### src/rtl/scan_store_chain.sv
module scan_store_chain #(
  parameter int N = 8
) (
  input  logic         clk,
  input  logic         rst,
  input  logic         shift_en,
  input  logic         scan_in,
  input  logic [N-1:0] d,
  output logic [N-1:0] q,
  output logic         scan_out
);

  logic [N-1:0] mst;
  logic [N-1:0] wrk;
  logic [N-1:0] shs;
  logic [N-1:0] link_in;
  logic [N-1:0] mst_nxt;

  generate
    if (N == 1) begin : g_single
      assign link_in = scan_in;
    end else begin : g_multi
      assign link_in = {shs[N-2:0], scan_in};
    end
  endgenerate

  assign mst_nxt = shift_en ? link_in : d;

  always_ff @(posedge clk) begin
    if (rst) begin
      mst <= '0;
      wrk <= '0;
    end else begin
      mst <= mst_nxt;
      if (!shift_en) wrk <= mst_nxt;
    end
  end

  assign shs      = mst;
  assign q        = wrk;
  assign scan_out = shs[N-1];

endmodule

### config.mk
export PLATFORM = sky130hd
export DESIGN_NAME = scan_store_chain
export DESIGN_NICKNAME = d
export VERILOG_FILES = /design/src/rtl/scan_store_chain.sv
export SDC_FILE = /design/constraint.sdc
export NUM_CORES = 1
export LEC_CHECK = 0
export BUFFER_PORTS_ARGS = -buffer_cell sky130_fd_sc_hd__buf_4
export CORE_ASPECT_RATIO = 1.4
export CORE_MARGIN = 2
export CORE_UTILIZATION = 23
export CTS_CLUSTER_DIAMETER = 40
export DETAILED_ROUTE_END_ITERATION = 12
export GPL_TIMING_DRIVEN = 0
export PLACE_DENSITY = 0.49
export REMOVE_ABC_BUFFERS = 1
export SLEW_MARGIN = 10
export SYNTH_ARGS = -nofsm -noshare
export SYNTH_HDL_FRONTEND = slang
export SYNTH_SLANG_ARGS = --single-unit
### constraint.sdc
create_clock -name clk -period 1.2 [get_ports clk]
set_clock_uncertainty 0.2 [all_clocks]
set_input_delay 0.3 -clock clk [delete_from_list [all_inputs] [get_ports clk]]
set_output_delay 0.3 -clock clk [all_outputs]
set_load 0.01 [all_outputs]
==> summary.txt, run 1 <==
CTS
  – Count of clock tree sinks: 16
  – Setup Buffers After CTS: 0
  – Buffer depth of the longest clock path: 2
  – H-tree lvl count: 1
  – TritonCTS buffer count: 3
  – Clock-pin slew on the worst setup and hold paths: 90 ps
  – CTS tree: done
  – Worst skew pair latency: 280 ps
  – Root buf cell: clkbuf_4
  – Hold Buf Count CTS: 0
  – Post-CTS resize count: 18

Placement
  – Routability cong.: 0.6308
  – PortBufs: 20
  – Setup WS pre-CTS: 115.9 ps
  – Detailed placer's ending HPWL: 710.5 um

Worst setup path
  – FF-to-FF Start: q[1]
  – Startpoint class of the critical path: flip-flop
  – Req. time, crit path: 700 ps
  – R2R cell count: 2
  – Endpoint class of the critical path: primary output
  – Crit path max fanout: 2
  – Worst Path Arrival: 730 ps
  – CP top delay family: flip-flops
  – Setup CP Type: reg -> out
  – Bufs and invs on worst path: 1
  – Worst R2R Setup Slack: 390 ps
  – Critical-path cell list: buf_6
  – Crit-path slowest cell: dfxtp_2
  – Reg2Reg Capture Point: q[1]
  – Worst path max stage delay: 330 ps

Worst hold path
  – Hold depth: 3
  – Hold Crit Class: in -> reg
  – Worst Hold Launch: scan_in
  – Hold Path End: mst[0]

Floorplan
  – Starting Density: 23.97%
  – IO Pins: 21
  – Die H: 63.06 um
  – Die width: 46.19 um
  – Die area: 2912 um2
  – Rows: 21
  – CORE AREA: 2391 um2

Detailed routing
  – Detailed Route WL: 1030 um
  – Total number of vias: 461
  – DR vias/cell: 4.044
  – Post-route ant nets: 0
  – DRT iter0 DRCs: 0
  – DR pass1 iterations: 1
  – DRC viols: 0
  – Routed length per instance: 9.035 um

Yosys
  – Gate Count Post-Synth: 60
  – Synth Warn #: 0
  – Synth Cell Area: 573.1 um2
  – Sequential fraction of the synthesis area: 55.90%
  – Register bit total from synthesis: 16
  – Synth cell types: 8
  – Syn Area/Cell: 9.551 um2

Timing
  – Max-slew violation count: 0
  – Fin. Hold Viols: 0
  – Hold_ws: 68.08 ps
  – Finish-stage setup viols: 9
  – F_max: 0.8136 GHz
  – Period utilisation layout: 102.4%
  – Slew HR: 85.77%
  – Tightest Pin Transition: 213.5 ps
  – RSZ-0062 raised after global routing: yes
  – Min cycle time layout: 1229 ps
  – Fin Setup TNS: -239.2 ps
  – PnR worst setup slack: -29.05 ps

Final layout
  – Layout cells sized above 1: 46.25%
  – ANT cells: 0
  – Reg area: 331.6 um2
  – Layout area overhead: 42.14%
  – Fillcell total: 279
  – Final nets: 93
  – Area of the multi-input gates: 220.2 um2

Global routing
  – Largest net degree at the start of global routing: 25
  – First-pass GRT wire length: 1849 um
  – Vias in the first global route: 494
  – All-Layer GR Usage: 8.765%
  – Initial antenna violation count: 0
  – Grt ovf: 0

Job
  – Max-cap viol count: 0

Pwr
  – Peak VDD IR: 613.0 uV
  – P_leak: 0.3443 nW
  – PwrDens: 1308 nW/um2

Run status
  – Violated checks: setup timing
  – Status: complete, but fails checks
## metal layers
| metal | vias up | wire [um] | share of wire [%] | track usage, % |
|---|---|---|---|---|
| met4 | 0 | 25 | 2.4 | 5.357 |
| met1 | 210 | 407 | 40 | 9.043 |
| met5 | - | 0 | 0 | 0 |
| li1 | 234 | - | - | - |
| met2 | 14 | 549 | 53 | 14.58 |
| met3 | 3 | 48 | 4.7 | 2.579 |
## cell families (layout without fill, tap and decap cells)
family / Yosys count / in the layout / synth area share, %
compound gates: 16 / 16 / 13.97
buf+inv: 4 / 24 / 5.675
flops: 16 / 16 / 55.90
simple gates: 24 / 24 / 24.45
## worst max-delay path by stage
stage | end | startpoint | cells after the start | slack [ps]
floorplan | q[0] | q[0] | 0 | 350
global placement | mst[2] | shift_en | 3 | 130
detailed placement | mst[5] | shift_en | 3 | 120
CTS | q[2] | q[2] | 1 | -50
global route | q[2] | q[2] | 1 | -70
finish | q[1] | q[1] | 1 | -30
## worst reg2reg max path, delay by kind of cell (launching register included)
| family | cells | cell delay, ps |
|---|---|---|
| flip-flops | 1 | 340 |
| AO/OA/AOI/OAI | 1 | 150 |
| AND/OR/NAND/NOR | 1 | 50 |
## cells in the mapped netlist (all sizes together)
cell	instances	share of area, %
dfxtp	16	56
nand2	16	10
clkbuf	1	0.87
a21oi	16	14
nand2b	8	14
buf	3	4.8
## registers in the layout, indices dropped and copies added (netlist names)
register / cells
q: 8
mst: 8
## where the power goes
group	internal (mW)	switching (mW)	total, mW
combinational	0.0784	0.0561	0.135
sequential	0.563	0.0130	0.576
clock	0.185	0.169	0.354
total	0.827	0.238	1.06
## cells in the final DEF (no fill, tap or decap), drive strengths merged
master and instances:
clkbuf 4, nand2 16, buf 20, a21oi 16, dfxtp 16, nand2b 8
## cell type report
| type | count | share of cell area (%) |
|---|---|---|
| Timing Repair Buffer | 20 | 22.58 |
| Multi-Input combinational cell | 40 | 27.04 |
| Tap cell | 34 | 5.223 |
| Sequential cell | 16 | 40.71 |
| Clock buffer | 4 | 4.455 |
## stage by stage
step	area, um2	utilization, %	std cells	power, mW
finish	814.5	34.07	114	1.065
global route	814.5	34.07	114	1.124
CTS	814.5	34.07	114	1.084
detailed placement	733.2	30.66	110	0.7107
global placement	733.2	30.66	110	0.7073
floorplan	540.5	-	56	0.6313
Power figures use the tool's default switching activity.
==> inputs of run 2 (changes only) <==
- CTS_CLUSTER_DIAMETER: 40 -> not set
- MAX_ROUTING_LAYER: not set -> met4
- TNS_END_PERCENT: not set -> 50
==> run 2 against run 1 <==
The flow still finishes with violations (setup timing). Hold slack hardly changed. Utilization did not move. Sequential share of layout area unchanged. Flip-flop and latch count unchanged. Register-to-register slack hardly changed. Power about the same. Via count did not move. Combinational power hardly changed. First-iteration DRC count unchanged. Clock-buffer cell count unchanged.
==> summary.txt, run 2 (same netlist as run 1, synthesis figures left out) <==
Run status
  – Status: complete, but fails checks
  – Violated checks: setup timing

CTS
  – Setup Buffers After CTS: 0
  – CTS tree: done
  – Clock-pin slew on the worst setup and hold paths: 90 ps
  – Count of clock tree sinks: 16
  – Buffer depth of the longest clock path: 2
  – TritonCTS buffer count: 3
  – Root buf cell: clkbuf_4
  – Worst skew pair latency: 280 ps
  – H-tree lvl count: 1

Worst setup path
  – Startpoint class of the critical path: flip-flop
  – Crit-path slowest cell: dfxtp_2
  – Worst path max stage delay: 330 ps
  – Stages on worst setup path: 1
  – Bufs and invs on worst path: 1
  – CP top delay family: flip-flops
  – Critical-path cell list: buf_6
  – Endpoint class of the critical path: primary output
  – R2R cell count: 2
  – Crit path max fanout: 2
  – Req. time, crit path: 700 ps
  – Worst Path Arrival: 730 ps
  – Setup CP Type: reg -> out

Timing
  – Min cycle time layout: 1229 ps
  – Tightest Pin Transition: 213.3 ps
  – Slew HR: 85.78%
  – RSZ-0062 raised after global routing: yes
  – Max-slew violation count: 0
  – Hold_ws: 68.05 ps
  – Period utilisation layout: 102.4%
  – F_max: 0.8136 GHz
  – Fin. Hold Viols: 0
  – PnR worst setup slack: -29.08 ps
  – Finish-stage setup viols: 9

Placement
  – Setup WS pre-CTS: 115.9 ps
  – Placed Cells: 110
  – Routability cong.: 0.6358
  – Detailed placer's ending HPWL: 710.5 um
  – PortBufs: 20

Global routing
  – Vias in the first global route: 491
  – Grt ovf: 0
  – Largest net degree at the start of global routing: 25
  – All-Layer GR Usage: 8.988%
  – Initial antenna violation count: 0
  – First-pass GRT wire length: 1849 um

Pwr
  – Int Pwr: 0.8266 mW
  – Switch share: 22.38%
  – Clk pwr share: 33.2%
  – Net Sw Power: 0.2383 mW
  – Peak VDD IR: 613.0 uV
  – PwrDens: 1307 nW/um2
  – Total power: 1.065 mW
  – Comb power frac: 12.6%
  – P_leak: 0.3443 nW
  – Reg power frac: 54.1%

Detailed routing
  – DRT iter0 DRCs: 0
  – DR vias/cell: 4.044
  – Detailed Route WL: 1028 um
  – Routed length per instance: 9.018 um
  – Total number of vias: 461
  – Post-route ant nets: 0
  – DR pass1 iterations: 1
  – DRC viols: 0

Floorplan
  – IO Pins: 21
  – Die width: 46.19 um
  – Die area: 2912 um2
  – Rows: 21
  – Die H: 63.06 um
  – CORE AREA: 2391 um2
  – Starting Density: 23.97%

Worst hold path
  – Hold Crit Class: in -> reg
  – Hold depth: 3

Final layout
  – Final nets: 93
  – Post-route insts no fill: 114
  – Most frequent cells in the layout: nand2_1, a21oi_1, buf_4
  – Fillcell total: 279
  – ANT cells: 0
  – Layout area overhead: 42.14%
  – Layout cells sized above 1: 46.25%

Job
  – Max-cap viol count: 0
## run 2: worst paths after layout
kind         startpoint      to  slack, ps
max reg2reg        q[1]    q[1]        390
min             scan_in  mst[0]         70
min reg2reg      mst[0]  mst[1]        250
max                q[1]    q[1]        -30
## run 2: repair_timing
| item | 4_1_cts | 5_1_grt |
|---|---|---|
| endpoints found under the hold margin | 0 | 0 |
| endpoints found under the setup margin | 9 | 9 |
| gates resized for setup | 18 | 0 |
| hold buffers | 0 | 0 |
## run 2: metrics by stage
stage / setup TNS (ps) / instance area, um2 / util [%]
3_5_place_dp: 0 / 733.2 / 30.66
5_1_grt: -554.1 / 814.5 / 34.07
2_1_floorplan: 0 / 540.5 / -
4_1_cts: -356.3 / 814.5 / 34.07
6_report: -239.3 / 814.5 / 34.07
3_3_place_gp: 0 / 733.2 / 30.66
## run 2: worst register-to-register path, cell delays in order, from the launching register on
cell and delay, ps:
dfxtp_2 340, nand2_1 50, a21oi_1 150
## run 2: power by group through the flow
stage | sequential, mW | combinational, mW | clock [mW]
2_1_floorplan | 0.590 | 0.0409 | 0
3_5_place_dp | 0.583 | 0.127 | 0
4_1_cts | 0.577 | 0.137 | 0.370
6_report | 0.576 | 0.135 | 0.354
3_3_place_gp | 0.583 | 0.125 | 0
5_1_grt | 0.581 | 0.151 | 0.392
## run 2: metal layers
metal  GRT usage [%]  part of all wire (%)
met2           14.58                    53
met5               -                     0
met4           5.357                   2.4
met1           9.043                    40
met3           2.579                   4.8
## run 2: cell type report
type / instances / area, um2 / share of cell area [%]
clock buffers: 4 / 36.28 / 4.455
multi-input cells: 40 / 220.2 / 27.04
flip-flops and latches: 16 / 331.6 / 40.71
well taps: 34 / 42.54 / 5.223
repair buffers: 20 / 183.9 / 22.58
==> inputs of run 3 (changes only) <==
- SETUP_SLACK_MARGIN: not set -> 0.4
- SLEW_MARGIN: 10 -> 40
==> run 3 against run 2 <==
Combinational power increased by 14%. Register-to-register slack about the same. The run still ends with setup timing left. First-iteration DRC count is 2 higher. Utilization up 2.3 points. Global-route usage unchanged. Setup slack barely moved. Flip-flop and latch count unchanged.
==> summary.txt, run 3 (same netlist as run 1, synthesis figures left out) <==
Worst setup path
  – Crit-path slowest cell: dfxtp_2
  – Bufs and invs on worst path: 1
  – Req. time, crit path: 700 ps
  – Critical-path cell list: buf_6
  – Worst path max stage delay: 330 ps
  – Crit path max fanout: 2
  – Endpoint class of the critical path: primary output
  – Setup CP Type: reg -> out
  – Worst Path Arrival: 730 ps
  – Startpoint class of the critical path: flip-flop
  – CP top delay family: flip-flops

CTS
  – CTS tree: done
  – Root buf cell: clkbuf_4
  – Worst skew pair latency: 280 ps
  – Count of clock tree sinks: 16
  – Clock-pin slew on the worst setup and hold paths: 90 ps
  – Hold Buf Count CTS: 0
  – Buffer depth of the longest clock path: 2
  – TritonCTS buffer count: 3
  – H-tree lvl count: 1

Final layout
  – Most common cell after layout, fill and taps aside: nand2_1
  – Fillcell total: 271
  – ANT cells: 0
  – Most frequent cells in the layout: nand2_1, buf_4, buf_6, dfxtp_2, a21oi_2
  – Layout area overhead: 51.53%
  – Layout cells sized above 1: 61.25%
  – Final core utilization: 36.32%
  – Final nets: 93

Job
  – Max-cap viol count: 0

Timing
  – Finish-stage setup viols: 9
  – RSZ-0062 raised after global routing: yes
  – Min cycle time layout: 1229 ps
  – Period utilisation layout: 102.4%
  – Slew HR: 85.35%
  – Hold_ws: 68.59 ps
  – PnR worst setup slack: -29.25 ps
  – Fin. Hold Viols: 0
  – Max-slew violation count: 0
  – Fin Setup TNS: -213.5 ps
  – F_max: 0.8135 GHz
  – Tightest Pin Transition: 219.8 ps

Run status
  – Violated checks: setup timing
  – Status: complete, but fails checks

Global routing
  – All-Layer GR Usage: 8.988%
  – Grt ovf: 0
  – Largest net degree at the start of global routing: 25
  – First-pass GRT wire length: 1849 um
  – Initial antenna violation count: 0
  – Vias in the first global route: 491

Worst hold path
  – Hold Crit Class: in -> reg

Floorplan
  – IO Pins: 21
  – Starting Density: 23.97%
  – Die H: 63.06 um
  – Die width: 46.19 um
  – CORE AREA: 2391 um2
  – Die area: 2912 um2
  – Rows: 21

Detailed routing
  – DR pass1 iterations: 3
  – Total number of vias: 472
  – Detailed Route WL: 1073 um
  – DR vias/cell: 4.140
  – DRT iter0 DRCs: 2
  – Post-route ant nets: 0
  – Routed length per instance: 9.412 um
  – DRC viols: 0

Placement
  – PortBufs: 20
  – Detailed placer's ending HPWL: 710.5 um
  – Setup WS pre-CTS: 115.9 ps
  – Routability cong.: 0.6358

Pwr
  – PwrDens: 1246 nW/um2
  – P_leak: 0.3578 nW
  – Peak VDD IR: 621.2 uV
  – Total power: 1.082 mW
-- run 3: path summary, 6_finish.rpt --
path	startpoint	endpoint	slack, ps	cells after the start
setup reg to reg	q[2]	q[2]	400	2
setup / recovery	q[1]	q[1]	-30	1
hold / removal	d[2]	q[2]	70	3
hold reg to reg	mst[0]	mst[1]	250	2
-- run 3: layer usage --
metal | wire length (um) | global-route usage, % | vias to the layer above | part of all wire, %
li1 | - | - | 234 | -
met1 | 427 | 9.043 | 221 | 40
met2 | 565 | 14.58 | 14 | 53
met3 | 56 | 2.579 | 3 | 5.2
met4 | 23 | 5.357 | 0 | 2.1
met5 | 0 | - | - | 0
-- run 3: cell type report --
| type | instances | area (um2) | share of cell area [%] |
|---|---|---|---|
| Sequential cell | 16 | 332.8 | 38.33 |
| Timing Repair Buffer | 20 | 187.7 | 21.61 |
| Multi-Input combinational cell | 40 | 269.0 | 30.98 |
| Tap cell | 34 | 42.54 | 4.899 |
| Clock buffer | 4 | 36.28 | 4.179 |
-- run 3: worst min-delay path: stages --
cell and delay [ps]:
buf_4 120, nand2b_4 60, a21oi_2 40
-- run 3: power breakdown --
group	switching [mW]	internal (mW)	total (mW)
Combinational	0.0664	0.0881	0.154
Clock	0.166	0.185	0.350
Sequential	0.0131	0.564	0.577
Total	0.245	0.837	1.08
-- run 3: stage by stage --
stage / std cells / instance area (um2)
finish: 114 / 868.3
global route: 114 / 868.3
CTS: 114 / 814.5
detailed placement: 110 / 733.2
global placement: 110 / 733.2
floorplan: 56 / 540.5
-- run 3: what timing repair did --
item                                   4_1_cts  5_1_grt
setup endpoints to repair                    9       22
resized for setup                           18       13
pin swaps                                    1       11
setup buffers                                0        0
endpoints found under the hold margin        0        0
